### config.mk
export PLATFORM = sky130hd
export DESIGN_NAME = ppx_ctl_reg
export DESIGN_NICKNAME = d
export VERILOG_FILES = /design/src/rtl/ppx_pkg.sv /design/src/rtl/ppx_err_sync.sv /design/src/rtl/ppx_irq_fsm.sv /design/src/rtl/ppx_dma_gate.sv /design/src/rtl/ppx_ctl_reg.sv
export SDC_FILE = /design/constraint.sdc
export NUM_CORES = 1
export LEC_CHECK = 0
export BUFFER_PORTS_ARGS = -buffer_cell sky130_fd_sc_hd__buf_2
export CORE_UTILIZATION = 30
export CTS_CLUSTER_DIAMETER = 200
export DETAILED_ROUTE_END_ITERATION = 8
export GPL_ROUTABILITY_DRIVEN = 0
export PLACE_DENSITY_LB_ADDON = 0.12
export SLEW_MARGIN = 20
export SYNTH_ARGS = -nofsm -noshare
export SYNTH_HDL_FRONTEND = slang
export SYNTH_SLANG_ARGS = --single-unit
### constraint.sdc
create_clock -name clk -period 2.5 [get_ports clk]
set_input_delay 0.125 -clock clk [delete_from_list [all_inputs] [get_ports clk]]
set_output_delay 0.125 -clock clk [all_outputs]
set_load 0.01 [all_outputs]
### src/rtl/ppx_pkg.sv
package ppx_pkg;

    localparam int REG_W   = 8;
    localparam int MODE_W  = 3;
    localparam int RSVD_W  = REG_W - MODE_W - 3;

    typedef enum logic [MODE_W-1:0] {
        MODE_COMPAT      = 3'b000,
        MODE_BYTE_BIDIR  = 3'b001,
        MODE_FIFO_COMPAT = 3'b010,
        MODE_FIFO_EXT    = 3'b011,
        MODE_ADDR_DATA   = 3'b100,
        MODE_FIFO_TEST   = 3'b110,
        MODE_CONFIG      = 3'b111
    } mode_e;

    localparam logic [MODE_W-1:0] MODE_UNASSIGNED = 3'b101;

    typedef enum logic {
        IRQ_IDLE = 1'b0,
        IRQ_PEND = 1'b1
    } irq_state_e;

    typedef struct packed {
        logic [MODE_W-1:0] mode;
        logic              mask;
        logic              dma_en;
        logic              svc;
        logic [RSVD_W-1:0] rsvd;
    } ctl_reg_t;

    localparam ctl_reg_t CTL_RESET = '{mode: '0, mask: 1'b1, dma_en: 1'b0,
                                       svc: 1'b0, rsvd: '0};

endpackage

### src/rtl/ppx_err_sync.sv
module ppx_err_sync #(
    parameter int STAGES = 2
) (
    input  logic clk,
    input  logic rst_n,
    input  logic err_n_async,
    output logic err_low,
    output logic fall
);
    localparam int LAST = STAGES - 1;

    logic [STAGES-1:0] chain_q;
    logic              prev_q;

    generate
        for (genvar i = 0; i < STAGES; i++) begin : g_stage
            if (i == 0) begin : g_first
                always_ff @(posedge clk or negedge rst_n) begin
                    if (!rst_n) chain_q[i] <= 1'b1;
                    else        chain_q[i] <= err_n_async;
                end
            end else begin : g_next
                always_ff @(posedge clk or negedge rst_n) begin
                    if (!rst_n) chain_q[i] <= 1'b1;
                    else        chain_q[i] <= chain_q[i-1];
                end
            end
        end
    endgenerate

    always_ff @(posedge clk or negedge rst_n) begin
        if (!rst_n) prev_q <= 1'b1;
        else        prev_q <= chain_q[LAST];
    end

    always_comb begin
        err_low = ~chain_q[LAST];
        fall    = prev_q & ~chain_q[LAST];
    end

endmodule

### src/rtl/ppx_irq_fsm.sv
module ppx_irq_fsm
    import ppx_pkg::*;
(
    input  logic clk,
    input  logic rst_n,
    input  logic fall_i,
    input  logic err_low_i,
    input  logic mask_q_i,
    input  logic wr_i,
    input  logic wmask_i,
    input  logic rd_i,
    output logic irq_o
);
    irq_state_e state_q, state_d;
    logic       edge_trig, unmask_trig, trig;

    always_comb begin
        edge_trig   = fall_i & ~mask_q_i;
        unmask_trig = wr_i & mask_q_i & ~wmask_i & err_low_i;
        trig        = edge_trig | unmask_trig;
    end

    always_comb begin
        state_d = state_q;
        unique case (state_q)
            IRQ_IDLE: if (trig)          state_d = IRQ_PEND;
            IRQ_PEND: if (rd_i && !trig) state_d = IRQ_IDLE;
            default:                     state_d = IRQ_IDLE;
        endcase
    end

    always_ff @(posedge clk or negedge rst_n) begin
        if (!rst_n) state_q <= IRQ_IDLE;
        else        state_q <= state_d;
    end

    always_comb begin
        irq_o = (state_q == IRQ_PEND);
    end

    p_edge_sets_r6: assert property (@(posedge clk) disable iff (!rst_n)
        (fall_i && !mask_q_i) |=> irq_o);

    p_unmask_sets_r7: assert property (@(posedge clk) disable iff (!rst_n)
        (wr_i && mask_q_i && !wmask_i && err_low_i) |=> irq_o);

    p_masked_quiet_r8: assert property (@(posedge clk) disable iff (!rst_n)
        (!irq_o && mask_q_i && !(wr_i && !wmask_i)) |=> !irq_o);

    p_hold_until_read_r9: assert property (@(posedge clk) disable iff (!rst_n)
        (irq_o && !rd_i) |=> irq_o);

endmodule

### src/rtl/ppx_dma_gate.sv
module ppx_dma_gate (
    input  logic clk,
    input  logic rst_n,
    input  logic dma_en_i,
    input  logic svc_i,
    input  logic fifo_req_i,
    input  logic dack_i,
    output logic drq_o,
    output logic drq_oe_o,
    output logic dack_ok_o
);
    always_comb begin
        drq_oe_o  = dma_en_i;
        drq_o     = dma_en_i & ~svc_i & fifo_req_i;
        dack_ok_o = dma_en_i & dack_i;
    end

    p_off_quiet_r4: assert property (@(posedge clk) disable iff (!rst_n)
        !drq_oe_o |-> (!drq_o && !dack_ok_o));

    p_svc_holds_r5: assert property (@(posedge clk) disable iff (!rst_n)
        (dma_en_i && svc_i) |-> !drq_o);

endmodule

### src/rtl/ppx_ctl_reg.sv
module ppx_ctl_reg
    import ppx_pkg::*;
#(
    parameter int SYNC_STAGES = 2
) (
    input  logic              clk,
    input  logic              rst_n,
    input  logic              wr_en,
    input  logic [REG_W-1:0]  wdata,
    input  logic              rd_en,
    output logic [REG_W-1:0]  rdata,
    output logic [MODE_W-1:0] mode,
    input  logic              err_n,
    output logic              irq,
    input  logic              fifo_req,
    output logic              drq,
    output logic              drq_oe,
    input  logic              dack,
    output logic              dack_ok
);
    ctl_reg_t ctl_q;
    ctl_reg_t wr_img;
    logic     err_low, err_fall;

    always_comb begin
        wr_img      = ctl_reg_t'(wdata);
        wr_img.rsvd = '0;
    end

    always_ff @(posedge clk or negedge rst_n) begin
        if (!rst_n)      ctl_q <= CTL_RESET;
        else if (wr_en)  ctl_q <= wr_img;
    end

    always_comb begin
        rdata = ctl_q;
        if (ctl_q.mode == MODE_UNASSIGNED) mode = MODE_COMPAT;
        else                                mode = ctl_q.mode;
    end

    ppx_err_sync #(.STAGES(SYNC_STAGES)) u_sync (
        .clk         (clk),
        .rst_n       (rst_n),
        .err_n_async (err_n),
        .err_low     (err_low),
        .fall        (err_fall)
    );

    ppx_irq_fsm u_irq (
        .clk       (clk),
        .rst_n     (rst_n),
        .fall_i    (err_fall),
        .err_low_i (err_low),
        .mask_q_i  (ctl_q.mask),
        .wr_i      (wr_en),
        .wmask_i   (wr_img.mask),
        .rd_i      (rd_en),
        .irq_o     (irq)
    );

    ppx_dma_gate u_dma (
        .clk        (clk),
        .rst_n      (rst_n),
        .dma_en_i   (ctl_q.dma_en),
        .svc_i      (ctl_q.svc),
        .fifo_req_i (fifo_req),
        .dack_i     (dack),
        .drq_o      (drq),
        .drq_oe_o   (drq_oe),
        .dack_ok_o  (dack_ok)
    );

    p_no_unassigned_r11: assert property (@(posedge clk) disable iff (!rst_n)
        mode != MODE_UNASSIGNED);

    p_rsvd_zero_r3: assert property (@(posedge clk) disable iff (!rst_n)
        rdata[RSVD_W-1:0] == '0);

    p_mode_follows_r2: assert property (@(posedge clk) disable iff (!rst_n)
        (wr_en && wdata[7:5] != MODE_UNASSIGNED) |=> mode == $past(wdata[7:5]));

endmodule

==> impl_metrics.csv, run 1 <==
group,metric,value,unit
sta,timing.final.hold_violations,0,
worst_setup_path,required,2.38,ns
worst_hold_path,hold_start,"wdata[6]",
power,p_clk_share,30.7,%
clocking,cts_tree,"built",
power,p_int,0.000276,W
global_routing,grt_max_degree,11,
route,firstDrtPassIters,2,
die,design.core.area,1330,um2
logic_synthesis,ys_warn_count,0,
logic_synthesis,syn_area,442,um2
route,ant_nets,0,
sta,drv_slew,0,
logic_synthesis,syn_inst,35,
logic_synthesis,yosysTopAreaCell,"dfrtp_1",
clocking,numCtsBuffers,3,
worst_setup_path,worstPathMaxFanout,3,
global_routing,grt_antenna_before_repair,0,
die,die_y,40.4,um
sta,timing.final.ws_setup,1.37,ns
logic_synthesis,yosysUniqueCellTypes,16,
worst_setup_path,crit_chain,"inv_1 -> a21boi_0 -> buf_2",
layout,multi_input_area,130,um2
logic_synthesis,synth_seq_cells,10,
worst_setup_path,critPathKind,"flip-flop to primary output",
layout,instances_no_fill,75,
global_routing,grt_overflow_total,0,
clocking,clk_path_buf_depth,2,
worst_hold_path,hold_class,"input pin to flip-flop",
power,power_switching,0.0000928,W
clocking,post-cts-setup-buffers,0,
die,fp-row-count,13,
sta,post-route-period-util,45.1,%
clocking,cts_resized,0,
worst_setup_path,rr_startpoint,"u_sync.chain_q[1]",
route,drc,0,
sta,rsz0062_at_grt,"no",
sta,finalSetupViolations,0,
sta,fmax,0.887,GHz
layout,seq_area,255,um2
route,viasPerCell,4.12,
route,avgRoutedWirePerCell,9.57,um
power,combPwrFrac,18.2,%
layout,antenna_cells,0,
power,pwr-share-seq,51.1,%
worst_setup_path,crit_path_max_incr_delay,0.37,ns
power,p_per_area,632,nW/um2
layout,fillers,136,
clocking,clock-sinks,10,
die,fp.dieW,40.4,um
worst_setup_path,arrival,1.00,ns
sta,skew,0.0000797,ns
place,io_buffer_count,25,
logic_synthesis,syn_area_per_cell,12.6,um2
place,post-dp-hpwl,558,um
sta,min_period,1.13,ns
route,dr_total_vias,309,
place,dp_cells,69,
layout,syn_to_final_growth,32.0,%
logic_synthesis,yosysMostFrequentCell,"dfrtp_1",
global_routing,grt_pass1_wl,1100,um
layout,fin_nets,76,
power,p_sw_share,25.2,%
worst_setup_path,crit_start,"rdata[6]",
route,drt-initial-drc-count,1,
logic_synthesis,synthTopCellsByCount,"dfrtp_1 (6), buf_4 (5), mux2_2 (5)",
place,place_ws,1.41,ns
worst_setup_path,cp-start-kind,"flip-flop",
die,dieArea,1630,um2
clocking,clkLatencyLatePin,0.25,ns
logic_synthesis,ys_seq_area_share,57.8,%
sta,fin_tns_setup,0,ns
power,ir_drop,0.307,mV
run_status,status,"complete, no violations",
clocking,htree_num_levels,1,
logic_synthesis,synthArstFlopShare,100,%
job,maxCapViolCount,0,
worst_setup_path,cp_slowest_cell,"dfrtp_1",
layout,layout-drive-gt1-share,61.7,%
clocking,cts.clk_slew.worst_paths,0.07,ns
logic_synthesis,synth_top_area_share,34.0,%
route,finalWirelength,718,um
worst_setup_path,cp-end-kind,"primary output",
power,leakage,0.307,nW
die,start_util,33.1,%
die,top_level_ports,30,
logic_synthesis,synth_area_leaders,"dfrtp_1 (34%), dfstp_2 (24%), mux2_2 (13%)",
global_routing,grt_pass1_vias,294,
clocking,cts_root_buffer,"clkbuf_4",
clocking,postCtsHoldBufs,2,
logic_synthesis,ys.flop_type,"dfrtp_1",
global_routing,track_usage,10.4,%
logic_synthesis,synth-edff-count,0,
metal layers:
layer | track usage [%] | wire length, um | vias up | share of wire [%]
met5 | 0 | 0 | - | 0
met4 | 7.50 | 0 | 0 | 0
met3 | 1.67 | 57 | 0 | 7.9
met2 | 17.1 | 350 | 16 | 49
met1 | 12.2 | 309 | 134 | 43
li1 | - | - | 159 | -
area by class of cell:
class / count / share of cell area (%)
tap: 15 / 3.22
sequential: 10 / 43.8
clock buffer: 4 / 4.51
inverter: 2 / 1.29
multi-input combinational: 17 / 22.3
timing repair buffer: 27 / 24.9
sequential cells by signal, summed over array words and instances, names as in the netlist:
register        flops
u_irq.irq_o         1
u_sync.chain_q      2
rdata               6
u_sync.prev_q       1
path summary, 6_finish.rpt:
check | cells after the start | slack, ns | end
worst min register to register | 0 | 0.36 | u_sync.chain_q[1]
worst min-delay path | 3 | 0.07 | rdata[6]
worst max-delay path | 3 | 1.37 | mode[0]
max in group asynchronous | 2 | 2.00 | rdata[4]
worst max register to register | 2 | 1.41 | u_irq.irq_o
min in group asynchronous | 2 | 0.24 | rdata[6]
logic make-up (layout without fill, tap and decap cells):
kind of cell | Yosys count | after routing | share of synthesized area (%)
multiplexers | 5 | 5 | 12.7
AO/OA/AOI/OAI | 4 | 4 | 6.51
AND/OR/NAND/NOR | 6 | 6 | 8.50
flip-flops | 10 | 10 | 57.8
other | 1 | 2 | 0.849
buffers and inverters | 9 | 33 | 13.6
power groups by stage:
stage / clock [W] / sequential [W] / combinational (W)
floorplan: 0 / 0.000195 / 0.0000392
global placement: 0 / 0.000192 / 0.0000659
detailed placement: 0 / 0.000192 / 0.0000660
CTS: 0.000120 / 0.000189 / 0.0000684
global route: 0.000124 / 0.000192 / 0.0000757
finish: 0.000113 / 0.000189 / 0.0000670
placed cells by master (no fill, tap or decap), drive strengths merged:
cell	synthesis	layout
a21boi	2	2
nand2	2	2
and4bb	1	1
dlygate4sd3	0	2
conb	1	2
a211o	1	1
inv	2	2
dfstp	4	4
nor3b	1	1
o21ai	1	1
buf	6	25
and2	1	1
dfrtp	6	6
nor2	1	1
clkbuf	1	4
mux2	5	5
worst max-delay path: cells and delay by family, from the launching register on:
kind | cells | cell delay (ns)
AOI/OAI and AO/OA | 1 | 0.16
buffers and inverters | 2 | 0.21
DFF | 1 | 0.37
stage by stage:
| stage | instance area (um2) | utilization (%) | power [W] | hold WS, ns |
|---|---|---|---|---|
| finish | 583 | 43.7 | 0.000369 | 0.0680 |
| global route | 583 | 43.7 | 0.000391 | 0.0782 |
| CTS | 583 | 43.7 | 0.000377 | 0.0546 |
| detailed placement | 537 | 40.2 | 0.000258 | -0.00685 |
| global placement | 537 | 40.2 | 0.000257 | -0.00765 |
| floorplan | 445 | - | 0.000234 | -0.171 |
Note: power is estimated with default switching activity, not from simulation.
==> run 2, diff against run 1 <==
- clock period: 2.5 -> 1.12 ns (I/O delays scaled with it)
==> impl_metrics.csv, run 2 (same netlist as run 1, synthesis figures left out) <==
group,metric,value,unit
run_status,status,"complete, no violations",
global_routing,grt_antenna_before_repair,0,
layout,multi_input_area,130,um2
layout,antenna_cells,0,
clocking,clock-sinks,10,
die,fp.dieW,40.4,um
route,drc,0,
clocking,htree_num_levels,1,
clocking,clkLatencyLatePin,0.25,ns
route,viasPerCell,4.36,
die,top_level_ports,30,
layout,mostFrequentLayoutCell,"buf_2",
die,design.core.area,1330,um2
clocking,numCtsBuffers,3,
worst_hold_path,hold_class,"input pin to flip-flop",
global_routing,grt_max_degree,11,
clocking,cts_root_buffer,"clkbuf_4",
layout,layout_common_cells,"buf_2 (25), dfrtp_1 (6), mux2_2 (5)",
sta,skew,0.00218,ns
die,dieArea,1630,um2
worst_setup_path,r2r_end,"u_irq.irq_o",
sta,post-route-period-util,97.8,%
layout,syn_to_final_growth,31.2,%
route,drt-initial-drc-count,4,
place,io_buffer_count,25,
worst_setup_path,crit_start,"u_sync.chain_q[1]",
route,dr_total_vias,323,
layout,fin_nets,76,
route,firstDrtPassIters,3,
sta,fin_tns_setup,0,ns
clocking,clk_path_buf_depth,2,
worst_setup_path,endpoint,"u_irq.irq_o",
global_routing,track_usage,10.4,%
worst_setup_path,rr_startpoint,"u_sync.chain_q[1]",
power,p_per_area,1390,nW/um2
sta,min_period,1.10,ns
worst_setup_path,cp-end-kind,"flip-flop",
power,leakage,0.307,nW
clocking,cts.clk_slew.worst_paths,0.06,ns
worst_setup_path,arrival,1.23,ns
global_routing,grt_pass1_vias,264,
worst_setup_path,critPathKind,"flip-flop to flip-flop",
sta,finalSetupViolations,0,
layout,seq_area,255,um2
layout,final_area,579,um2
sta,fmax,0.913,GHz
route,avgRoutedWirePerCell,9.43,um
place,post_dp_cell_area,537,um2
layout,largest_reg_flops,6,
sta,drv_slew,0,
route,ant_nets,0,
layout,layout-drive-gt1-share,62.7,%
clocking,cts_tree,"built",
sta,timing.final.hold_violations,0,
worst_setup_path,required,1.26,ns
power,ir_drop,0.680,mV
sta,rsz0062_at_grt,"no",
global_routing,grt_overflow_total,0,
die,die_y,40.4,um
worst_setup_path,rrSetupSlack,0.02,ns
worst_setup_path,r2r_cells,2,
die,start_util,33.1,%
die,fp-row-count,13,
worst_setup_path,worstPathMaxFanout,3,
layout,fillers,130,
global_routing,grt_pass1_wl,1020,um
route,finalWirelength,698,um
job,maxCapViolCount,0,
power,power,0.000804,W
worst_setup_path,cp-start-kind,"flip-flop",
-- run 2: routing by layer --
layer  global-route usage, %  up-vias  routed length, um  share of wire (%)
li1                        -      157                  -                  -
met1                    9.79      150                275                 39
met2                    17.5       16                371                 53
met3                    5.00        0                 51                7.3
met4                    7.50        0                  0                  0
met5                       0        -                  0                  0
-- run 2: area by class of cell --
cell class,count,share of cell area (%)
clock buffer,3,3.89
sequential,10,44.1
tap,15,3.24
inverter,2,1.30
timing repair buffer,27,25.1
multi-input combinational,17,22.5
-- run 2: stage by stage --
| step | utilization, % | setup WS (ns) | std cells | hold WS [ns] |
|---|---|---|---|---|
| 6_report | 43.4 | 0.0245 | 74 | 0.0200 |
| 5_1_grt | 43.4 | 0.00710 | 74 | 0.0168 |
| 4_1_cts | 43.4 | 0.0181 | 74 | 0.0157 |
| 3_5_place_dp | 40.2 | 0.0265 | 69 | -0.0779 |
| 2_1_floorplan | - | 0.0682 | 36 | -0.240 |
| 3_3_place_gp | 40.2 | 0.0535 | 69 | -0.0721 |
-- run 2: how the worst min path moves through the flow --
stage / from / end / slack [ns] / depth (start not counted)
floorplan: rst_n / rdata[2] / -0.24 / 0
global placement: rst_n / rdata[5] / -0.07 / 1
detailed placement: rst_n / rdata[5] / -0.08 / 1
CTS: wdata[6] / rdata[6] / 0.02 / 3
global route: wdata[5] / rdata[5] / 0.02 / 2
finish: wdata[6] / rdata[6] / 0.02 / 3
-- run 2: critical path: stages, from the launching register on --
cell and delay (ns):
dfstp_2 0.54, and4bb_1 0.18, a211o_1 0.26
-- run 2: power by group --
group | switching [W] | leakage, nW | internal (W)
Combinational | 0.0000714 | 0.180 | 0.0000799
Clock | 0.000107 | 0.0138 | 0.000123
Sequential | 0.0000220 | 0.114 | 0.000400
Total | 0.000200 | 0.307 | 0.000603
-- run 2: what timing repair did --
action	in CTS	in global routing
buffers inserted	0	0
setup endpoints to repair	0	2
resized for setup	0	2
hold buffers	2	0
hold endpoints to repair	11	0
==> run 3, diff against run 2 <==
- ABC_AREA: not set -> 1
==> impl_metrics.csv, run 3 <==
group,metric,value,unit
clocking,cts.clk_slew.worst_paths,0.07,ns
worst_setup_path,worstPathMaxFanout,3,
worst_setup_path,r2r_end,"u_irq.irq_o",
layout,utilization,46.2,%
route,finalWirelength,786,um
place,post-dp-hpwl,580,um
die,top_level_ports,30,
worst_setup_path,cp_slowest_cell,"dfrtp_1",
clocking,htree_num_levels,1,
sta,drv_slew,0,
die,fp-row-count,13,
logic_synthesis,syn_inst,50,
worst_setup_path,required,1.06,ns
route,dr_total_vias,364,
die,dieArea,1630,um2
logic_synthesis,yosysTopAreaCell,"dfrtp_1",
clocking,cts_root_buffer,"clkbuf_4",
logic_synthesis,syn_area,442,um2
worst_setup_path,critical-path-top-delay-family,"flip-flops",
clocking,cts_tree,"built",
route,viasPerCell,3.96,
logic_synthesis,synth-edff-count,0,
worst_setup_path,crit_chain,"inv_1 -> a21oi_1 -> buf_2",
layout,antenna_cells,0,
worst_hold_path,holdPathEnd,"rdata[5]",
worst_setup_path,worstPathBufferInverterCount,2,
power,power,0.000886,W
layout,seq_area,255,um2
global_routing,grt_antenna_before_repair,0,
die,fp.dieW,40.4,um
layout,mostFrequentLayoutCell,"buf_2",
die,die_y,40.4,um
job,maxCapViolCount,0,
worst_setup_path,critPathKind,"flip-flop to primary output",
layout,largest_reg_flops,6,
worst_setup_path,cp-start-kind,"flip-flop",
worst_setup_path,r2r_cells,4,
layout,layout_common_cells,"buf_2 (25), nand2_1 (16), inv_1 (6), dfrtp_1 (6)",
layout,multi_input_area,115,um2
clocking,clk_path_buf_depth,2,
layout,fin_nets,93,
worst_setup_path,rr_startpoint,"rdata[4]",
global_routing,grt_max_degree,12,
layout,final_area,617,um2
sta,fin_tns_setup,0,ns
sta,skew,0.000562,ns
global_routing,grt_overflow_total,0,
logic_synthesis,synthTopCellsByCount,"nand2_1 (16), dfrtp_1 (6), inv_1 (6)",
place,post_dp_cell_area,537,um2
logic_synthesis,syn_area_per_cell,8.83,um2
route,firstDrtPassIters,2,
global_routing,track_usage,12.9,%
power,ir_drop,0.613,mV
run_status,status,"complete, no violations",
die,start_util,33.1,%
logic_synthesis,ys.flop_type,"dfrtp_1",
route,drt-initial-drc-count,1,
clocking,clock-sinks,10,
route,avgRoutedWirePerCell,8.54,um
logic_synthesis,ys_seq_area_share,57.8,%
logic_synthesis,synth_seq_cells,10,
sta,finalSetupViolations,0,
layout,syn_to_final_growth,39.7,%
worst_hold_path,hold_start,"wdata[5]",
layout,instances_no_fill,92,
clocking,numCtsBuffers,3,
place,dp_cells,84,
route,ant_nets,0,
logic_synthesis,yosysMostFrequentCell,"nand2_1",
worst_hold_path,hold_class,"input pin to flip-flop",
logic_synthesis,ys_warn_count,0,
clocking,clkLatencyLatePin,0.26,ns
sta,timing.final.hold_violations,0,
worst_setup_path,rrSetupSlack,0.29,ns
sta,fmax,0.988,GHz
power,p_per_area,1440,nW/um2
worst_setup_path,cp-end-kind,"primary output",
logic_synthesis,synth_top_area_share,34.0,%
sta,min_period,1.01,ns
worst_hold_path,min_delay_path_depth,3,
layout,fillers,142,
die,design.core.area,1330,um2
route,drc,0,
power,leakage,0.358,nW
logic_synthesis,yosysUniqueCellTypes,13,
worst_setup_path,arrival,0.96,ns
worst_setup_path,crit_path_max_incr_delay,0.38,ns
global_routing,grt_pass1_vias,304,
sta,rsz0062_at_grt,"no",
logic_synthesis,synthArstFlopShare,100,%
layout,layout-drive-gt1-share,45.5,%
logic_synthesis,synth_area_leaders,"dfrtp_1 (34%), dfstp_2 (24%), nand2_1 (14%)",
place,io_buffer_count,25,
global_routing,grt_pass1_wl,1300,um
sta,post-route-period-util,90.4,%
-- run 3: cell types whose count changed after synthesis, sizes merged --
cell,change
nor3b,-1
a21boi,-2
nor2,+2
a21oi,+2
mux2,-5
o21a,+1
a211o,-1
and4bb,-1
o21ai,+2
inv,+5
nand2,+14
and2,-1
-- run 3: report_power, final --
part           internal (W)  leakage (nW)  switching (W)
Sequential         0.000398         0.115      0.0000202
Combinational     0.0000712         0.222      0.0000811
Clock              0.000197        0.0210       0.000119
-- run 3: routing by layer --
metal  share of wire, %  GRT usage [%]  wire length [um]
met1                 45           15.6               352
met2                 48           19.4               375
met3                6.5           5.00                51
met4               0.89           7.50                 7
met5                  0              0                 0
-- run 3: logic make-up after synthesis --
| logic type | count (synthesis) | synth area share (%) |
|---|---|---|
| buffers and inverters | 14 | 17.8 |
| AOI/OAI and AO/OA | 6 | 7.37 |
| and+or+nand+nor | 19 | 16.1 |
| other | 1 | 0.849 |
| DFF | 10 | 57.8 |
-- run 3: cell type report --
type / instances / share of cell area [%]
Timing Repair Buffer: 29 / 26.8
Inverter: 7 / 4.26
Tap cell: 15 / 3.04
Multi-Input combinational cell: 27 / 18.7
Clock buffer: 4 / 5.88
Sequential cell: 10 / 41.4
-- run 3: how the worst max path moves through the flow --
stage | from | end | cells after the start
final | rdata[6] | mode[2] | 3
after floorplan | rdata[4] | u_irq.irq_o | 4
after CTS | rdata[6] | mode[0] | 3
after global placement | rdata[4] | u_irq.irq_o | 4
after global routing | rdata[6] | mode[2] | 3
after detailed placement | rdata[4] | u_irq.irq_o | 4
-- run 3: through the flow --
| step | hold WS, ns | worst slack, ns |
|---|---|---|
| after global placement | -0.0694 | 0.318 |
| after global routing | 0.00706 | 0.00890 |
| final | 0.00721 | 0.108 |
| after detailed placement | -0.0748 | 0.303 |
| after floorplan | -0.240 | 0.337 |
| after CTS | 0.00211 | 0.0994 |
-- run 3: repair_timing --
item | 4_1_cts | 5_1_grt
endpoints found under the hold margin | 13 | 0
endpoints found under the setup margin | 0 | 1
hold buffers | 4 | 0
resized for setup | 0 | 1
buffers inserted | 0 | 0
-- run 3: worst register-to-register path, stage by stage (launching register included) --
cell     delay [ns]
dfstp_2        0.55
nor2_1         0.04
nor2_1         0.07
nand2_1        0.06
nand2_1        0.05
